**config.mk**
```make
export PLATFORM = sky130hd
export DESIGN_NAME = lpwm_top
export DESIGN_NICKNAME = d
export VERILOG_FILES = /design/src/rtl/lpwm_pkg.sv /design/src/rtl/lpwm_regs.sv /design/src/rtl/lpwm_counter.sv /design/src/rtl/lpwm_chan.sv /design/src/rtl/lpwm_top.sv
export SDC_FILE = /design/constraint.sdc
export NUM_CORES = 1
export LEC_CHECK = 0
export BUFFER_PORTS_ARGS = -buffer_cell sky130_fd_sc_hd__buf_2
export CAP_MARGIN = 5
export CELL_PAD_IN_SITES_DETAIL_PLACEMENT = 0
export CELL_PAD_IN_SITES_GLOBAL_PLACEMENT = 1
export CORE_MARGIN = 2
export CORE_UTILIZATION = 50
export CTS_BUF_LIST = sky130_fd_sc_hd__clkbuf_8
export DETAILED_ROUTE_END_ITERATION = 7
export MAX_ROUTING_LAYER = met4
export PLACE_DENSITY = 0.86
export SLEW_MARGIN = 0
export SYNTH_ARGS = -nofsm -noshare
export SYNTH_HDL_FRONTEND = slang
export SYNTH_SLANG_ARGS = --single-unit
```
**constraint.sdc**
```tcl
create_clock -name clk -period 2.77 [get_ports clk]
set_clock_uncertainty 0.15 [all_clocks]
set_input_delay 0.1385 -clock clk [delete_from_list [all_inputs] [get_ports clk]]
set_output_delay 0.1385 -clock clk [all_outputs]
set_load 0.02 [all_outputs]
```
**src/rtl/lpwm_pkg.sv**
```systemverilog
package lpwm_pkg;

  localparam int ADR_CTRL   = 0;
  localparam int ADR_PERIOD = 1;
  localparam int ADR_CMP0   = 3;
  localparam int ADR_CMP1   = 5;
  localparam int ADR_CH0CTL = 7;
  localparam int NUM_WIDE   = 3;

  typedef enum logic [1:0] {
    MD_OFF    = 2'b00,
    MD_SINGLE = 2'b01,
    MD_PAIR   = 2'b10,
    MD_RSVD   = 2'b11
  } mode_e;

  typedef struct packed {
    logic [1:0] edge_sel;
    logic       tov;
    mode_e      mode;
  } chctl_t;

endpackage

```
**src/rtl/lpwm_regs.sv**
```systemverilog
module lpwm_regs
  import lpwm_pkg::*;
#(
  parameter int DW = 8,
  parameter int AW = 4
) (
  input  logic            clk,
  input  logic            rst,
  input  logic            wr_en,
  input  logic [AW-1:0]   wr_addr,
  input  logic [DW-1:0]   wr_data,
  output logic            halt,
  output logic            clr,
  output logic            ctl_wr,
  output logic            c0_commit,
  output logic            c1_commit,
  output logic [2*DW-1:0] period,
  output logic [2*DW-1:0] cmp0,
  output logic [2*DW-1:0] cmp1,
  output chctl_t          ch0ctl
);

  localparam int CW = 2 * DW;

  logic [CW-1:0] wide_q [NUM_WIDE];
  logic          halt_q;
  chctl_t        ctl_q;

  // each wide register: high byte is held, low byte write commits both
  for (genvar k = 0; k < NUM_WIDE; k++) begin : g_wide
    logic [DW-1:0] hold_q;
    logic          hi_w;
    logic          lo_w;
    assign hi_w = wr_en && (wr_addr == AW'(ADR_PERIOD + 2 * k));
    assign lo_w = wr_en && (wr_addr == AW'(ADR_PERIOD + 2 * k + 1));
    always_ff @(posedge clk) begin
      if (rst) begin
        hold_q    <= '0;
        wide_q[k] <= '1;
      end else begin
        if (hi_w) hold_q <= wr_data;
        if (lo_w) wide_q[k] <= {hold_q, wr_data};
      end
    end
  end

  always_ff @(posedge clk) begin
    if (rst) begin
      halt_q <= 1'b1;
      ctl_q  <= '0;
    end else if (wr_en) begin
      if (wr_addr == AW'(ADR_CTRL))   halt_q <= wr_data[0];
      if (wr_addr == AW'(ADR_CH0CTL)) ctl_q  <= chctl_t'(wr_data[4:0]);
    end
  end

  assign clr       = wr_en && (wr_addr == AW'(ADR_CTRL)) && wr_data[1];
  assign ctl_wr    = wr_en && (wr_addr == AW'(ADR_CH0CTL));
  assign c0_commit = wr_en && (wr_addr == AW'(ADR_CMP0 + 1));
  assign c1_commit = wr_en && (wr_addr == AW'(ADR_CMP1 + 1));
  assign halt      = halt_q;
  assign ch0ctl    = ctl_q;
  assign period    = wide_q[0];
  assign cmp0      = wide_q[1];
  assign cmp1      = wide_q[2];

endmodule

```
**src/rtl/lpwm_counter.sv**
```systemverilog
module lpwm_counter #(
  parameter int CW = 16
) (
  input  logic          clk,
  input  logic          rst,
  input  logic          halt,
  input  logic          clr,
  input  logic [CW-1:0] period,
  output logic [CW-1:0] cnt,
  output logic          wrap
);

  logic [CW-1:0] cnt_q;

  assign wrap = !halt && (cnt_q == period);

  always_ff @(posedge clk) begin
    if (rst || clr)  cnt_q <= '0;
    else if (wrap)   cnt_q <= '0;
    else if (!halt)  cnt_q <= cnt_q + 1'b1;
  end

  assign cnt = cnt_q;

endmodule

```
**src/rtl/lpwm_chan.sv**
```systemverilog
module lpwm_chan
  import lpwm_pkg::*;
#(
  parameter int CW = 16
) (
  input  logic          clk,
  input  logic          rst,
  input  logic          halt,
  input  logic          clr,
  input  logic          ctl_wr,
  input  logic          c0_commit,
  input  logic          c1_commit,
  input  logic          wrap,
  input  logic [CW-1:0] cnt,
  input  logic [CW-1:0] cmp0,
  input  logic [CW-1:0] cmp1,
  input  chctl_t        ctl,
  output logic          act,
  output logic          hit,
  output logic          pwm_out
);

  logic          last_q;
  logic          act_q;
  logic          out_q;
  logic          pair;
  logic          drive;
  logic [CW-1:0] cmp_sel;

  assign pair    = (ctl.mode == MD_PAIR);
  assign drive   = (ctl.mode == MD_SINGLE) || pair;
  assign cmp_sel = act_q ? cmp1 : cmp0;
  assign hit     = !halt && drive && ctl.edge_sel[1] && (cnt == cmp_sel);

  always_ff @(posedge clk) begin
    if (rst) begin
      last_q <= 1'b0;
      act_q  <= 1'b0;
      out_q  <= 1'b0;
    end else begin
      if (ctl_wr)         last_q <= 1'b0;
      else if (c1_commit) last_q <= 1'b1;
      else if (c0_commit) last_q <= 1'b0;

      if (clr || ctl_wr)  act_q <= 1'b0;
      else if (wrap)      act_q <= pair && last_q;

      if (clr)            out_q <= ctl.edge_sel[0];
      else if (hit)       out_q <= ctl.edge_sel[0];
      else if (wrap && ctl.tov && drive) out_q <= ~out_q;
    end
  end

  assign act     = act_q;
  assign pwm_out = out_q;

endmodule

```
**src/rtl/lpwm_top.sv**
```systemverilog
module lpwm_top
  import lpwm_pkg::*;
#(
  parameter int DW = 8,
  parameter int AW = 4
) (
  input  logic          clk,
  input  logic          rst,
  input  logic          wr_en,
  input  logic [AW-1:0] wr_addr,
  input  logic [DW-1:0] wr_data,
  output logic          pwm_out
);

  localparam int CW = 2 * DW;

  logic          halt, clr, ctl_wr, c0_commit, c1_commit;
  logic          wrap, act, hit;
  logic [CW-1:0] period, cmp0, cmp1, cnt;
  chctl_t        ch0ctl;
  mode_e         ch0_mode;

  assign ch0_mode = ch0ctl.mode;

  lpwm_regs #(.DW(DW), .AW(AW)) u_regs (
    .clk(clk), .rst(rst), .wr_en(wr_en), .wr_addr(wr_addr), .wr_data(wr_data),
    .halt(halt), .clr(clr), .ctl_wr(ctl_wr), .c0_commit(c0_commit),
    .c1_commit(c1_commit), .period(period), .cmp0(cmp0), .cmp1(cmp1),
    .ch0ctl(ch0ctl)
  );

  lpwm_counter #(.CW(CW)) u_cnt (
    .clk(clk), .rst(rst), .halt(halt), .clr(clr), .period(period),
    .cnt(cnt), .wrap(wrap)
  );

  lpwm_chan #(.CW(CW)) u_chan (
    .clk(clk), .rst(rst), .halt(halt), .clr(clr), .ctl_wr(ctl_wr),
    .c0_commit(c0_commit), .c1_commit(c1_commit), .wrap(wrap), .cnt(cnt),
    .cmp0(cmp0), .cmp1(cmp1), .ctl(ch0ctl), .act(act), .hit(hit),
    .pwm_out(pwm_out)
  );

endmodule

```
==> impl_metrics.yaml, run 1 <==
power_and_ir_drop:
  clkPwrFrac_pct: 39.3
  p_per_area_nw_per_um2: 592
  switching_power_mw: 0.595
  power.share.switching_pct: 21.0
  internal_power_mw: 2.23
  seq_power_share_pct: 55.6
  power_leakage_nw: 1.69
  peakVddDrop_v: 0.000361
  comb_power_share_pct: 5.1
cells_and_area:
  utilization_pct: 55.5
  nets: 407
  n_antenna_cell: 0
  layout-drive-gt1-share_pct: 13.4
  syn_to_final_growth_pct: 9.63
global_route:
  overflow: 0
  track_usage_pct: 20.1
  grt_max_degree: 40
  grt_pass1_wl_mm: 14.2
  antenna_found_initial: 0
  grt_pass1_vias: 2685
timing:
  setup_tns_ps: 0
  hold_viol_final: 0
  slew_violations: 0
  grt_setup_unrepaired: "false"
  period_minus_slack_ps: 2320
  relSlewSlack_pct: 56.2
  post-route-period-util_pct: 83.6
  layout_setup_ws_ps: 454
  setup_viol: 0
  max_freq_mhz: 432
  hold_ws_ps: 23.2
  worst_slew_pin_slew_ps: 657
min_path:
  min_from: "wr_data[3]"
  whs_endpoint: "u_regs.g_wide[0].hold_q[3]"
  hold_path_class: "input pin to register"
  min_path_cells: 3
floorplanning:
  core-area_um2: 8590
  die_h_um: 97.3
  num_rows: 34
  die_area_um2: 9470
  initial_core_util_pct: 50.7
  dieWidth_um: 97.3
  ioPinCount: 16
placement:
  hpwl_mm: 5.94
  gp_congestion: 0.907
  portBuffers: 15
  place_ws_ps: 464
drt:
  post_drt_via_cell_ratio: 5.30
  first_pass_iters: 4
  routedWlPerCell_um: 17.1
  vias: 2665
  drt-initial-drc-count: 96
  wl_mm: 8.61
  drc: 0
  postRouteAntennaNets: 0
critical_path:
  crit_chain: "buf_4 > mux2i_1 > xnor2_1 > nor4_2 > nand4_1 > a211o_1 > o21ai_2"
  reg2reg_to: "u_chan.pwm_out"
  cp.arrival_ps: 2470
  reg2reg_from: "u_chan.act"
  crit_path_start_kind: "register"
  path_delay_family: "simple AND/OR/NAND/NOR gates"
  critical_path_buf_inv_count: 1
  r2r_slack_ps: 450
  cpPeakStageDelay_ps: 410
  cp_data_required_time_ps: 2920
  cp_slowest_cell: "mux2i_1"
  crit_path_end_kind: "register"
  path_class: "register to register"
  r2r_cells: 7
  cp_max_fo: 16
yosys:
  synth_edf_count: 48
  synth_cell_types: 43
  ys_seq_elements: 97
  syn_area_um2: 4350
  synth_top_area_share_pct: 33.1
  synthCells: 376
  synthFlopType: "dfxtp_1"
  yosysWarningCount: 0
  synth_area_leaders: "edfxtp_1, dfxtp_1, mux2i_1"
  synth.net_count: 393
  ys_seq_area_share_pct: 55.6
  synthArstFlopShare_pct: 0
  syn_area_per_cell_um2: 11.6
  synth_top_cell_by_area: "edfxtp_1"
run:
  drv_cap: 0
status:
  status: "complete, no violations"
clock_network:
  cts-buffers-inserted: 9
  cts_hold_buf: 4
  htree_levels: 3
  cts_root_buf: "clkbuf_8"
  post_cts_resized: 0
  cts_tree: "yes"
  post-cts-setup-buffers: 0
  cts_buffer_depth: 2
  clkTransAtPathRegs_ps: 90
  clock-sinks: 97
  clock_latency_ps: 360
-- sequential cells by signal, indices dropped and copies added (netlist names) --
register,count
u_cnt.cnt,16
u_chan.last_q,1
u_chan.act,1
u_regs.wide_q,48
u_regs.ch0ctl,5
u_chan.pwm_out,1
u_regs.halt,1
u_regs.g_wide.hold_q,24
-- cells in the final DEF (no fill, tap or decap), drive strengths merged, types with 2 or more instances in the layout --
master and count:
dfxtp 49, edfxtp 48, nor2 47, mux2i 47
or2 33, xnor2 25, xor2 22, buf 19
or3 17, nand2 13, and3 11, clkbuf 10
nor4 7, nor2b 4, nand3 4, dlygate4sd3 4
nand4 3, bufinv 3, inv 3, and3b 2
nand2b 2, nor3 2, a21oi 2, ha 2
nor4b 2, o21ai 2, clkinv 2
-- worst register-to-register path, stage by stage, from the launching register on --
cell and delay (ps):
dfxtp_1 340, buf_4 290, mux2i_1 420, xnor2_1 150, nor4_2 300, nand4_1 210
a211o_1 340, o21ai_2 60
-- synth_stat cells, types with 11 or more instances --
cell type and count:
clkbuf_1 14, edfxtp_1 48, nor2_1 47, nand2_1 12, mux2i_1 47, and3_1 11, or2_2 12, dfxtp_1 49
xnor2_1 25, or2_1 21, xor2_1 22, or3_1 17
-- power groups by stage --
stage	clock network [mW]	registers [mW]	logic (mW)
floorplan	0	1.60	0.0889
global placement	0	1.60	0.138
detailed placement	0	1.61	0.140
CTS	1.14	1.57	0.145
global route	1.18	1.58	0.157
finish	1.11	1.57	0.143
-- layer usage --
metal	routed length [um]	GRT usage, %
met4	188	7.48
met3	357	3.96
met2	4110	32.1
met5	0	-
met1	3960	25.5
-- how the worst max path moves through the flow --
stage | endpoint | depth (start not counted) | startpoint
after floorplan | u_chan.pwm_out | 8 | u_regs.ch0ctl[0]
after global placement | u_chan.pwm_out | 7 | u_chan.act
after detailed placement | u_chan.pwm_out | 7 | u_chan.act
after CTS | u_chan.pwm_out | 7 | u_chan.act
after global routing | u_chan.pwm_out | 7 | u_chan.act
final | u_chan.pwm_out | 7 | u_chan.act
-- area by class of cell --
class	count	area [um2]
Fill cell	746	3820
Sequential cell	97	2420
Multi-Input combinational cell	257	1810
Timing Repair Buffer	23	145
Clock buffer	10	138
Tap cell	108	135
Clock inverter	6	113
Inverter	2	7.51
-- cell families (layout without fill, tap and decap cells) --
| kind of cell | count (synthesis) | count (layout) | share of synthesized area (%) |
|---|---|---|---|
| AO/OA/AOI/OAI | 8 | 8 | 1.32 |
| XOR/XNOR | 47 | 47 | 9.45 |
| adder cells (fa/ha/maj) | 2 | 2 | 0.575 |
| AND/OR/NAND/NOR | 153 | 153 | 19.5 |
| flip-flops | 97 | 97 | 55.6 |
| buffers and inverters | 22 | 41 | 2.73 |
| multiplexers | 47 | 47 | 10.8 |
-- per-stage QoR --
step | cell area, um2 | total power, mW | cells
5_1_grt | 4770 | 2.91 | 503
4_1_cts | 4770 | 2.85 | 503
6_report | 4770 | 2.83 | 503
3_3_place_gp | 4480 | 1.74 | 483
3_5_place_dp | 4480 | 1.75 | 483
2_1_floorplan | 4350 | 1.69 | 376
(Power assumes the default switching activity.)
==> run 2, diff against run 1 <==
- ABC_AREA: unset -> 1
- CORE_UTILIZATION: 50 -> 44
- PLACE_DENSITY: 0.86 -> 0.85
- clock period: 2.77 -> 2.1 ns (I/O delays scaled with it)
==> run 2 against run 1 <==
Compared with the run above: fmax increased by 24%; global-route usage rose by 0.51 points; hold slack better by 94 ps; via count rose by 36%; register-to-register slack worse by 220 ps; clock power is 20% higher; largest cell class unchanged; largest power group unchanged; highest routed layer unchanged.
==> impl_metrics.yaml, run 2 <==
placement:
  portBuffers: 15
  gp_congestion: 0.838
  hpwl_mm: 7.41
  place_ws_ps: 228
  dp.cells: 711
drt:
  first_pass_iters: 4
  drt-initial-drc-count: 211
  drc: 0
  post_drt_via_cell_ratio: 4.88
  postRouteAntennaNets: 0
  vias: 3617
  wl_mm: 10.3
  routedWlPerCell_um: 13.9
timing:
  relSlewSlack_pct: 63.3
  hold_viol_final: 0
  setup_viol: 0
  post-route-period-util_pct: 88.7
  worst_slew_pin_slew_ps: 550
  period_minus_slack_ps: 1860
  max_freq_mhz: 537
  setup_tns_ps: 0
  slew_violations: 0
  grt_setup_unrepaired: "false"
  layout_setup_ws_ps: 237
  hold_ws_ps: 118
clock_network:
  cts_tree: "yes"
  cts_buffer_depth: 2
  cts-buffers-inserted: 9
  cts_root_buf: "clkbuf_8"
  clkTransAtPathRegs_ps: 110
  clock_latency_ps: 380
  clock-sinks: 97
  htree_levels: 3
critical_path:
  cp.arrival_ps: 1990
  critical_path_buf_inv_count: 1
  cp_max_fo: 6
  path_delay_family: "simple AND/OR/NAND/NOR gates"
  cp_data_required_time_ps: 2220
  crit_path_start_kind: "register"
  crit_path_end_kind: "register"
  path_class: "register to register"
  cpPeakStageDelay_ps: 440
  cp_slowest_cell: "dfxtp_1"
  crit_chain: "ha_1 > nand3_2 > nor3_2 > nand2_2 > nor3_4 > inv_2 > nor2_2 > xor2_1 > nor2_1"
cells_and_area:
  final_cell_mix: "nand2_1, inv_1, dfxtp_1"
  nets: 617
  fin_cells: 741
  layout-drive-gt1-share_pct: 10.7
  syn_to_final_growth_pct: 13.5
  final_common_cell: "nand2_1"
  n_antenna_cell: 0
  largest_reg_flops: 48
  fillCellCount: 943
  regMostFlops: "u_regs.wide_q"
yosys:
  synth_edf_count: 48
  syn_area_per_cell_um2: 8.02
  synth_common_cells: "nand2_1, inv_1, dfxtp_1"
  synth_top_area_share_pct: 31.8
  yosysMostFrequentCell: "nand2_1"
  synth_cell_types: 31
  synth_top_cell_by_area: "edfxtp_1"
  ys_seq_elements: 97
  syn_area_um2: 4530
  synthFlopType: "dfxtp_1"
  synth_area_leaders: "edfxtp_1, dfxtp_1, nand2_1"
  synth.net_count: 581
  synthArstFlopShare_pct: 0
  yosysWarningCount: 0
  synthCells: 564
  ys_seq_area_share_pct: 53.5
power_and_ir_drop:
  p_per_area_nw_per_um2: 698
  peakVddDrop_v: 0.000414
  power_leakage_nw: 1.98
global_route:
  overflow: 0
  antenna_found_initial: 0
  grt_max_degree: 25
  grt_pass1_wl_mm: 17.2
  grt_pass1_vias: 3468
  track_usage_pct: 20.6
status:
  status: "complete, no violations"
floorplanning:
  die_area_um2: 11100
  num_rows: 37
  core-area_um2: 10100
  initial_core_util_pct: 44.6
  ioPinCount: 16
  die_h_um: 105
  dieWidth_um: 105
min_path:
  hold_path_class: "input pin to register"
run:
  drv_cap: 0
[run 2: cell count changes after synthesis, sizes merged, moves of 20 or more]
cell,change
a21oi,+41
nand3,+20
mux2i,-47
or2,-32
nand2,+176
o21ai,+37
inv,+77
[run 2: stage by stage]
step / total power, mW / area, um2 / utilization [%]
after CTS: 3.61 / 5130 / 50.6
after global placement: 2.27 / 4770 / 47.1
final: 3.59 / 5140 / 50.7
after floorplan: 2.21 / 4530 / -
after global routing: 3.74 / 5140 / 50.7
after detailed placement: 2.28 / 4770 / 47.1
[run 2: worst register-to-register path, stage by stage, from the launching register on]
cell	delay [ps]
dfxtp_1	440
ha_1	230
nand3_2	110
nor3_2	190
nand2_2	130
nor3_4	180
inv_2	60
nor2_2	90
xor2_1	140
nor2_1	50
[run 2: area by class of cell]
cell class | instances | area [um2] | area share (%)
clock inverters | 7 | 95.1 | 1.85
repair buffers | 41 | 305 | 5.94
multi-input cells | 372 | 1720 | 33.6
flip-flops and latches | 97 | 2420 | 47.2
clock buffers | 9 | 124 | 2.41
well taps | 136 | 170 | 3.31
inverters | 79 | 297 | 5.77
[run 2: what timing repair did]
| item | 4_1_cts | 5_1_grt |
|---|---|---|
| setup endpoints to repair | 0 | 1 |
| setup buffers | 0 | 0 |
| hold endpoints to repair | 45 | 0 |
| gates resized for setup | 0 | 1 |
| hold buffers | 14 | 0 |
[run 2: power by group]
part	internal [mW]	leakage [nW]	total (mW)	switching [mW]
Clock	0.591	0.113	1.33	0.743
Combinational	0.0704	1.05	0.202	0.131
Sequential	2.03	0.816	2.05	0.0187
Total	2.69	1.98	3.59	0.893
[run 2: metal layers]
layer | up-vias | share of wire (%) | GRT usage (%)
met3 | 6 | 3.5 | 3.83
li1 | 1870 | - | -
met1 | 1680 | 47 | 27.3
met5 | - | 0 | -
met2 | 61 | 48 | 32.6
met4 | 0 | 1.1 | 5.43
[run 2: cells by family (layout without fill, tap and decap cells)]
kind of cell	count (synthesis)	count (layout)	synth area share [%]
buf+inv	95	136	8.46
fa+ha+maj	2	2	0.553
compound gates	85	85	9.57
xor+xnor	11	11	2.13
flops	97	97	53.5
simple gates	274	274	25.8
[run 2: path summary, 6_finish.rpt]
kind                                                 start                         end  slack, ps  depth (start not counted)
worst max-delay path                          u_cnt.cnt[0]               u_cnt.cnt[12]        240                          9
worst min-delay path                            wr_addr[3]  u_regs.g_wide[2].hold_q[3]        120                          5
worst max register to register                u_cnt.cnt[0]               u_cnt.cnt[12]        240                          9
worst min register to register  u_regs.g_wide[1].hold_q[3]  u_regs.g_wide[1].hold_q[3]        310                          2
==> run 3, diff against run 2 <==
- CORE_UTILIZATION: 44 -> 48
- PLACE_DENSITY: 0.85 -> 0.88
- clock period: 2.1 -> 1.85 ns (I/O delays scaled with it)
==> run 3 against run 2 <==
Compared with the run above: routed wire length increased by 4.7%; critical path type is now input pin to register; count of clock-buffer cells in the layout unchanged; combinational power increased by 21%; die area decreased by 8.0%; flip-flop and latch count unchanged.
==> impl_metrics.yaml, run 3 (synthesized netlist as in run 2, its figures left out) <==
status:
  status: "complete, no violations"
cells_and_area:
  multi_input_area_um2: 1810
  regArea_um2: 2430
  syn_to_final_growth_pct: 16.7
  n_antenna_cell: 0
  regMostFlops: "u_regs.wide_q"
  layout-drive-gt1-share_pct: 15.4
  largest_reg_flops: 48
  fin_cells: 728
  fillCellCount: 821
  nets: 629
  final_common_cell: "nand2_1"
  final_cell_mix: "nand2_1, inv_1, edfxtp_1"
drt:
  wl_mm: 10.7
  first_pass_iters: 5
  drt-initial-drc-count: 254
  routedWlPerCell_um: 14.8
  vias: 3727
  postRouteAntennaNets: 0
  drc: 0
  post_drt_via_cell_ratio: 5.12
clock_network:
  htree_levels: 3
  cts-buffers-inserted: 9
  clock_latency_ps: 370
  cts_root_buf: "clkbuf_8"
  clkTransAtPathRegs_ps: 100
  cts_buffer_depth: 2
  clock-sinks: 97
  cts_tree: "yes"
timing:
  grt_setup_unrepaired: "true"
  max_freq_mhz: 548
  worst_slew_pin_slew_ps: 550
  hold_viol_final: 0
  slew_violations: 0
  layout_setup_ws_ps: 23.9
  period_minus_slack_ps: 1830
  setup_viol: 0
  relSlewSlack_pct: 63.3
  hold_ws_ps: 52.9
  post-route-period-util_pct: 98.7
global_route:
  use_met3_pct: 3.19
  grt_max_degree: 25
  antenna_found_initial: 0
  grt_pass1_wl_mm: 16.9
  busiest_layer: "met2"
  gr-usage-met1_pct: 30.1
  grt_pass1_vias: 3410
  track_usage_pct: 22.3
  overflow: 0
  grt.met2_usage_pct: 35.6
critical_path:
  crit_path_start_kind: "input pin"
  reg2reg_from: "u_cnt.cnt[1]"
  cp_data_required_time_ps: 1950
  crit_path_end_kind: "register"
  cp.arrival_ps: 1920
  r2r_cells: 9
  cp_max_fo: 8
  startpoint: "wr_addr[3]"
  path_class: "input pin to register"
floorplanning:
  die_area_um2: 10200
  initial_core_util_pct: 49.2
  core-area_um2: 9200
  dieWidth_um: 101
  ioPinCount: 16
  die_h_um: 101
  num_rows: 35
placement:
  portBuffers: 15
  place_ws_ps: 29.1
  dp.cells: 694
  gp_congestion: 0.855
  hpwl_mm: 7.66
power_and_ir_drop:
  power.share.switching_pct: 26.5
  power_leakage_nw: 2.08
  comb_power_share_pct: 6.1
  clkPwrFrac_pct: 35.7
  switching_power_mw: 1.06
  p_per_area_nw_per_um2: 757
  peakVddDrop_v: 0.000546
  internal_power_mw: 2.94
  p_total_mw: 4.00
  seq_power_share_pct: 58.2
run:
  drv_cap: 0
min_path:
  hold_path_class: "input pin to register"
  min_from: "wr_addr[0]"
  min_path_cells: 4
==> run 3: cell types whose count changed in the layout (fill, tap and decap cells not counted), moves of 2 or more <==
cell / change
buf_4: +11
clkinv_8: +3
dfxtp_1: -6
dfxtp_2: +5
inv_6: +2
inv_8: -3
nand2_1: -3
nand2_2: +2
nor2_1: -3
nor2_2: +2
xnor2_1: -2
xnor2_2: +2
==> run 3: what timing repair did <==
action / in CTS / in global routing
gates resized for setup: 0 / 26
setup endpoints to repair: 0 / 31
buffers inserted: 0 / 4
hold buffers: 13 / 0
hold endpoints to repair: 39 / 0
==> run 3: layout make-up <==
type	count	share of cell area [%]
clock buffer	9	2.35
sequential	97	46.1
clock inverter	7	1.73
multi-input combinational	373	34.2
timing repair buffer	52	7.37
tap	111	2.63
inverter	79	5.66
==> run 3: per-layer routing <==
metal  up-vias  part of all wire, %
li1       1892                    -
met2        83                   49
met3        13                  3.8
met4         0                  1.4
met5         -                    0
met1      1739                   46
==> run 3: final timing paths <==
path	to	slack (ps)
worst max-delay path	u_cnt.cnt[2]	20
worst min-delay path	u_regs.halt	50
worst min register to register	u_regs.g_wide[1].hold_q[3]	310
worst max register to register	u_cnt.cnt[12]	90
==> run 3: through the flow <==
| step | cell area, um2 | utilization (%) | setup TNS (ps) |
|---|---|---|---|
| detailed placement | 4800 | 52.2 | 0 |
| global placement | 4800 | 52.2 | 0 |
| floorplan | 4530 | - | 0 |
| CTS | 5150 | 56.0 | 0 |
| global route | 5280 | 57.4 | -86.2 |
| finish | 5280 | 57.4 | 0 |
==> run 3: power by group through the flow <==
stage	registers, mW	logic [mW]	clock network (mW)
global route	2.33	0.273	1.53
floorplan	2.37	0.133	0
detailed placement	2.38	0.210	0
finish	2.33	0.244	1.43
global placement	2.37	0.206	0
CTS	2.33	0.231	1.43
==> run 3: worst max-delay path, cell delays in order <==
cell           delay (ps)
dlygate4sd3_1         530
buf_2                 150
nor3_2                360
nand3_1               420
nand3_4               300
nor3b_1                80
